<file path="src/rtl/addrbuf_pkg.sv">
package addrbuf_pkg;

    localparam int WIDE_W_DEF   = 25;
    localparam int NARROW_W_DEF = 14;

    // Output layout selected by the two static straps
    typedef enum logic [1:0] {
        MAP_WIDE    = 2'd0,
        MAP_PAIR_LO = 2'd1,
        MAP_PAIR_HI = 2'd2
    } map_mode_e;

    // Per-edge control handed to the capture stage
    typedef struct packed {
        logic hold;
        logic cs_bit;
    } cap_ctrl_t;

    function automatic map_mode_e decode_straps(input logic pair, input logic upper);
        if (!pair)
            return MAP_WIDE;
        else if (upper)
            return MAP_PAIR_HI;
        else
            return MAP_PAIR_LO;
    endfunction

    // Both selects deasserted means the bus is idle and the outputs freeze
    function automatic logic bus_idle(input logic sel_a_n, input logic sel_b_n);
        return sel_a_n & sel_b_n;
    endfunction

endpackage

</file>
<file path="src/rtl/addrbuf_capture.sv">
module addrbuf_capture
    import addrbuf_pkg::*;
#(
    parameter int WIDTH = WIDE_W_DEF
) (
    input  logic             clk,
    input  logic             rst_n,
    input  cap_ctrl_t        ctrl,
    input  logic [WIDTH-1:0] din,
    output logic [WIDTH-1:0] data_r,
    output logic             cs_r
);

    always_ff @(posedge clk or negedge rst_n) begin
        if (!rst_n) begin
            data_r <= '0;
            cs_r   <= 1'b0;
        end else if (!ctrl.hold) begin
            data_r <= din;
            cs_r   <= ctrl.cs_bit;
        end
    end

endmodule

</file>
<file path="src/rtl/addrbuf_fanout.sv">
module addrbuf_fanout
    import addrbuf_pkg::*;
#(
    parameter int WIDE_W   = WIDE_W_DEF,
    parameter int NARROW_W = NARROW_W_DEF
) (
    input  map_mode_e            mode,
    input  logic [WIDE_W-1:0]    data_r,
    output logic [2*NARROW_W-1:0] q
);

    localparam int OUT_W   = 2 * NARROW_W;
    localparam int HI_BASE = WIDE_W - NARROW_W;

    for (genvar i = 0; i < OUT_W; i++) begin : g_pos
        localparam int K = i % NARROW_W;
        logic wide_bit;

        if (i < WIDE_W) begin : g_used
            assign wide_bit = data_r[i];
        end else begin : g_spare
            assign wide_bit = 1'b0;
        end

        always_comb begin
            unique case (mode)
                MAP_PAIR_LO: q[i] = data_r[K];
                MAP_PAIR_HI: q[i] = data_r[HI_BASE + K];
                default:     q[i] = wide_bit;
            endcase
        end
    end

endmodule

</file>
<file path="src/rtl/addrbuf_top.sv">
module addrbuf_top
    import addrbuf_pkg::*;
#(
    parameter int WIDE_W   = WIDE_W_DEF,
    parameter int NARROW_W = NARROW_W_DEF
) (
    input  logic                  clk,
    input  logic                  rst_n,
    input  logic                  cfg_pair,
    input  logic                  cfg_upper,
    input  logic                  dcs_n,
    input  logic                  csr_n,
    input  logic [WIDE_W-1:0]     d_in,
    output logic [2*NARROW_W-1:0] q_out,
    output logic                  q_cs
);

    map_mode_e         mode;
    cap_ctrl_t         ctrl;
    logic [WIDE_W-1:0] data_r;

    assign mode        = decode_straps(cfg_pair, cfg_upper);
    assign ctrl.hold   = bus_idle(dcs_n, csr_n);
    assign ctrl.cs_bit = dcs_n;

    addrbuf_capture #(.WIDTH(WIDE_W)) u_cap (
        .clk    (clk),
        .rst_n  (rst_n),
        .ctrl   (ctrl),
        .din    (d_in),
        .data_r (data_r),
        .cs_r   (q_cs)
    );

    addrbuf_fanout #(.WIDE_W(WIDE_W), .NARROW_W(NARROW_W)) u_map (
        .mode   (mode),
        .data_r (data_r),
        .q      (q_out)
    );

endmodule

</file>
<file path="config.mk">
export PLATFORM = sky130hd
export DESIGN_NAME = addrbuf_top
export DESIGN_NICKNAME = d
export VERILOG_FILES = /design/src/rtl/addrbuf_pkg.sv /design/src/rtl/addrbuf_capture.sv /design/src/rtl/addrbuf_fanout.sv /design/src/rtl/addrbuf_top.sv
export SDC_FILE = /design/constraint.sdc
export NUM_CORES = 1
export LEC_CHECK = 0
export BUFFER_PORTS_ARGS = -buffer_cell sky130_fd_sc_hd__buf_2
export CELL_PAD_IN_SITES_DETAIL_PLACEMENT = 1
export CELL_PAD_IN_SITES_GLOBAL_PLACEMENT = 2
export CORE_UTILIZATION = 32
export DETAILED_ROUTE_END_ITERATION = 7
export PLACE_DENSITY = 0.89
export SLEW_MARGIN = 10
export SYNTH_ARGS = -nofsm -noshare
export SYNTH_HDL_FRONTEND = slang
export SYNTH_SLANG_ARGS = --single-unit
</file>
<file path="constraint.sdc">
create_clock -name clk -period 1.4 [get_ports clk]
set_clock_uncertainty 0.05 [all_clocks]
set_input_delay 0.07 -clock clk [delete_from_list [all_inputs] [get_ports clk]]
set_output_delay 0.07 -clock clk [all_outputs]
set_load 0.02 [all_outputs]
</file>
After elaboration in Yosys (flattened, before gate mapping):

Cells that the tools add are included.
Widths: inputs -> output; s select.

* word-level logic and storage cells: 35
* register bits after elaboration: 26
* bits of input ports: 31

* bitwise gates (word level): 1
* equality and inequality tests: 2
* mux-type cells: 30

Operator list (number)
* $pmux 1 s2: 14
* $mux 1: 14
* $mux 2: 2
* $eq 2x1->1 const B: 1
* $eq 2x2->1 const B: 1
* $and 1x1->1: 1

Longest topological paths before layout:

* depth in word-level cells: 4
* depth in mapped cells: 4
* mapped depth without buffers: 2

By module:

From an unflattened synthesis, not the netlist that was laid out.

* cells, all modules: 126
* area, all modules: 1577.8 um^2

Modules (own cells, without submodules)
* addrbuf_capture: area an instance 1069.8 um^2, cells an instance 55, seq. area each 650.6 um^2, times used 1
* addrbuf_fanout: area an instance 485.5 um^2, cells an instance 68, seq. area each 0.0 um^2, times used 1
* addrbuf_top: area an instance 22.5 um^2, cells an instance 3, seq. area each 0.0 um^2, times used 1

Worst setup path before layout:

No wires, ideal clock.

* path kind: input to output
* start point: input port cfg_upper
* end point: output port q_out[15]
* arrival: 0.821 ns
* cell stages on the path: 4
* slack: 0.459 ns
* path through: buf_6 buf_6 mux2i_1 a21oi_1

* word-level cells in the longest chain between the ends: 4
* elaborated cells between the ends (all ways): 5
* classes of those cells: eq/ne: 2; mux: 3

Ends and longest elaborated chain
* start, declared: line addrbuf_top.sv:10 `input logic cfg_upper,`
* $mux 2 *: line addrbuf_pkg.sv:22 `else if (upper)`
* $mux 2 *: line addrbuf_pkg.sv:20 `if (!pair)`
* $eq 2x2->1 or $eq 2x1->1 (tied branches): line addrbuf_fanout.sv:26 `unique case (mode)`
* $pmux 1 s2 *: line addrbuf_fanout.sv:26
* end, declared: line addrbuf_top.sv:14 `output logic [2*NARROW_W-1:0] q_out,`

Mark *: on every way between the ends. The rest lies on a longest branch, timed or not.

Worst setup path in the final report:

* start point: register u_cap.data_r[11]
* end point: output port q_out[14]

* word-level cells in the longest chain between the ends: 1

Ends and longest elaborated chain
* start, declared: line addrbuf_capture.sv:10 `output logic [WIDTH-1:0] data_r,`
* start signal, assigned: line addrbuf_capture.sv:19 `data_r <= din;`
* $pmux 1 s2: line addrbuf_fanout.sv:26

No other way between the ends.

==> insert_results.sql <==
INSERT INTO impl_metrics (metric_group, metric, value, unit) VALUES
('power', 'cellPowerDensity', '905', 'nW/µm²'),
('routing', 'antenna_viol_nets_final', '0', ''),
('status', 'status', 'finished, final reports clean', ''),
('cts', 'clock_tree.htree_level_count', '1', ''),
('sta', 'timing.setup.tns', '0', 'ns'),
('sta', 'grt_setup_unrepaired', 'no', ''),
('synthesis', 'yosys_warning_total', '0', ''),
('die', 'start_util', '33.6', '%'),
('routing', 'post_drt_via_cell_ratio', '4.70', ''),
('place', 'preCtsSetupSlack', '0.237', 'ns'),
('sta', 'min_period_over_period', '89.5', '%'),
('global_route', 'first_global_vias', '1284', ''),
('synthesis', 'netlist_instances', '116', ''),
('synthesis', 'synth-seq-cells', '26', ''),
('power', 'clockPowerShare', '21.9', '%'),
('power', 'power.combinational.fraction', '31.1', '%'),
('die', 'die_h', '70.1', 'µm'),
('cts', 'cts_root_buf', 'sky130_fd_sc_hd__clkbuf_8', ''),
('global_route', 'grtUsageTotal', '15.7', '%'),
('sta', 'max-slew-margin-rel', '60.3', '%'),
('power', 'seq_power_share', '47.0', '%'),
('die', 'rows', '24', ''),
('min_path', 'holdPathEnd', 'u_cap.data_r[22]', ''),
('sta', 'tightest_slew', '0.596', 'ns'),
('global_route', 'overflow', '0', ''),
('min_path', 'hold_sp', 'd_in[22]', ''),
('cts', 'clk_pin_slew', '0.08', 'ns'),
('cts', 'clock_path_buffers', '2', ''),
('place', 'dp_hpwl', '2750', 'µm'),
('synthesis', 'synth-seq-area-share', '43.8', '%'),
('cells_and_area', 'layout.filler_cells', '511', ''),
('place', 'port-buffer-count', '59', ''),
('job', 'drv_cap', '0', ''),
('die', 'floorplan.io_pins', '60', ''),
('synthesis', 'net_count_after_synthesis', '147', ''),
('cts', 'clkSinkCount', '26', ''),
('power', 'intPower', '1.30', 'mW'),
('power', 'power_switching_share', '30.5', '%'),
('min_path', 'hold_path.class', 'input port to flop', ''),
('routing', 'drt_iter0_drc', '20', ''),
('synthesis', 'synth_cell_type_count', '15', ''),
('place', 'place_congestion', '0.782', ''),
('power', 'total_leakage_power', '1.02', 'nW'),
('power', 'switching_power', '0.569', 'mW'),
('routing', 'drt-wirelength-per-cell', '15.2', 'µm'),
('sta', 'post-route-worst-setup-slack', '0.147', 'ns'),
('cts', 'cts-buffers-inserted', '3', ''),
('routing', 'detail_route.first_pass.iterations', '4', ''),
('sta', 'achievable-frequency', '798', 'MHz'),
('synthesis', 'synthesis.area', '1480', 'µm²'),
('global_route', 'grt_max_degree', '27', ''),
('critical_path', 'timing.reg2reg.worst_path_depth', '1', ''),
('die', 'die_area', '4910', 'µm²'),
('min_path', 'whs_path_depth', '2', ''),
('cells_and_area', 'flow.area_growth_from_synthesis', '39.0', '%'),
('critical_path', 'endpoint_of_the_lowest_slack_register_to_register_path', 'u_cap.data_r[22]', ''),
('cts', 'cts_resized', '0', ''),
('cells_and_area', 'drive_above_1_share', '54.6', '%'),
('die', 'dieWidth', '70.1', 'µm'),
('critical_path', 'timing.critical_path.fanout_max', '5', ''),
('sta', 'report.final.slew_viol_count', '0', ''),
('die', 'design.core.area', '4410', 'µm²'),
('cells_and_area', 'antenna-diode-count', '0', ''),
('critical_path', 'critical_path_class', 'flop to primary output', ''),
('cts', 'cts.repair_timing.setup_buffer_count', '0', ''),
('critical_path', 'worst_ep_required_time', '1.28', 'ns'),
('cts', 'cts_hold_buf', '21', ''),
('routing', 'num_vias', '1165', ''),
('global_route', 'grt_antenna_before_repair', '0', ''),
('power', 'vdd_drop_max', '0.000318', 'V'),
('critical_path', 'r2r_slack', '0.54', 'ns'),
('global_route', 'global_route_wire_length_before_repair', '6050', 'µm'),
('critical_path', 'cp-end-kind', 'primary output', ''),
('sta', 'hold_viol', '0', ''),
('sta', 'final.min_clock_period', '1.25', 'ns'),
('cts', 'clk-insertion-delay-late', '0.26', 'ns'),
('cells_and_area', 'finalNetCount', '229', ''),
('cts', 'tritoncts_clock_tree', 'built', ''),
('sta', 'setup_viol', '0', ''),
('routing', 'drc', '0', ''),
('synthesis', 'syn_avg_cell_area', '12.8', 'µm²'),
('routing', 'routed_wirelength', '3760', 'µm'),
('critical_path', 'startpoint_type', 'flop', ''),
('critical_path', 'r2r-start', 'u_cap.data_r[22]', ''),
('critical_path', 'cp.arrival', '1.13', 'ns');
## metrics by stage
stage | cell area [µm²] | cells | total power, mW | hold slack [ns] | utilization, %
floorplan | 1480 | 116 | 1.25 | -0.276 | -
global placement | 1800 | 223 | 1.41 | 0.0464 | 40.8
detailed placement | 1800 | 223 | 1.43 | 0.0615 | 40.8
CTS | 2050 | 247 | 1.90 | 0.000704 | 46.5
global route | 2060 | 248 | 1.97 | 0.00117 | 46.7
finish | 2060 | 248 | 1.87 | 0.00870 | 46.7
## worst max-delay path: stages (launching register included)
cell and delay (ns):
sky130_fd_sc_hd__dfrtp_1 0.41, sky130_fd_sc_hd__mux2i_1 0.10, sky130_fd_sc_hd__a21oi_1 0.18, sky130_fd_sc_hd__buf_2 0.19
## layer usage
metal,global-route usage [%],wire length [µm],vias to the layer above
li1,-,-,572
met1,19.8,1630,557
met2,28.0,1930,34
met3,2.60,187,2
met4,3.33,12,0
met5,0,0,-
## cells by family after synthesis
family / synth area share (%)
AO/OA/AOI/OAI: 4.22
buffers and inverters: 5.14
flip-flops: 43.8
multiplexers: 41.6
AND/OR/NAND/NOR: 5.23
## placed cells by master, fill, tap and decap left out
cell type / synthesis / layout
sky130_fd_sc_hd__dlygate4sd3_1: 0 / 22
sky130_fd_sc_hd__a21oi_1: 11 / 11
sky130_fd_sc_hd__buf_2: 1 / 59
sky130_fd_sc_hd__mux2_2: 29 / 29
sky130_fd_sc_hd__nand2_2: 1 / 1
sky130_fd_sc_hd__nor2b_1: 3 / 3
sky130_fd_sc_hd__nor2_1: 11 / 11
sky130_fd_sc_hd__inv_1: 1 / 1
sky130_fd_sc_hd__clkbuf_8: 0 / 3
sky130_fd_sc_hd__buf_4: 1 / 4
sky130_fd_sc_hd__dfrtp_1: 26 / 26
sky130_fd_sc_hd__mux2i_1: 14 / 14
sky130_fd_sc_hd__nand2_4: 1 / 1
sky130_fd_sc_hd__mux2_4: 10 / 10
sky130_fd_sc_hd__a21boi_0: 1 / 1
## state kept, by name (all words and copies together) (netlist names)
register      count
u_cap.data_r     25
u_cap.cs_r        1
## layout make-up
type	count	area [µm²]	area share, %
clock buffers	3	41.3	2.00
repair buffers	85	546	26.4
well taps	52	65.1	3.15
flip-flops and latches	26	651	31.5
multi-input cells	81	757	36.7
inverters	1	3.75	0.182
## how the worst max path moves through the flow
stage | cells past startpoint | start | endpoint
after floorplan | 4 | cfg_upper | q_out[15]
after global placement | 4 | dcs_n | u_cap.data_r[10]
after detailed placement | 4 | dcs_n | u_cap.data_r[8]
after CTS | 3 | u_cap.data_r[11] | q_out[14]
after global routing | 3 | u_cap.data_r[11] | q_out[14]
final | 3 | u_cap.data_r[11] | q_out[14]
## power by group through the flow
| stage | registers (mW) | logic, mW | clock network [mW] |
|---|---|---|---|
| 2_1_floorplan | 0.872 | 0.373 | 0 |
| 3_3_place_gp | 0.884 | 0.526 | 0 |
| 3_5_place_dp | 0.891 | 0.540 | 0 |
| 4_1_cts | 0.876 | 0.587 | 0.435 |
| 5_1_grt | 0.886 | 0.627 | 0.459 |
| 6_report | 0.876 | 0.581 | 0.409 |
## cells in the mapped netlist, drive strengths merged
master / instances / area share, %
a21oi: 11 / 3.7
mux2i: 14 / 9.4
inv: 1 / 0.25
a21boi: 1 / 0.51
mux2: 39 / 32
dfrtp: 26 / 44
nand2: 2 / 1.2
buf: 7 / 4.6
nor2b: 3 / 1.3
clkbuf: 1 / 0.25
nor2: 11 / 2.8
(Power assumes the default switching activity.)
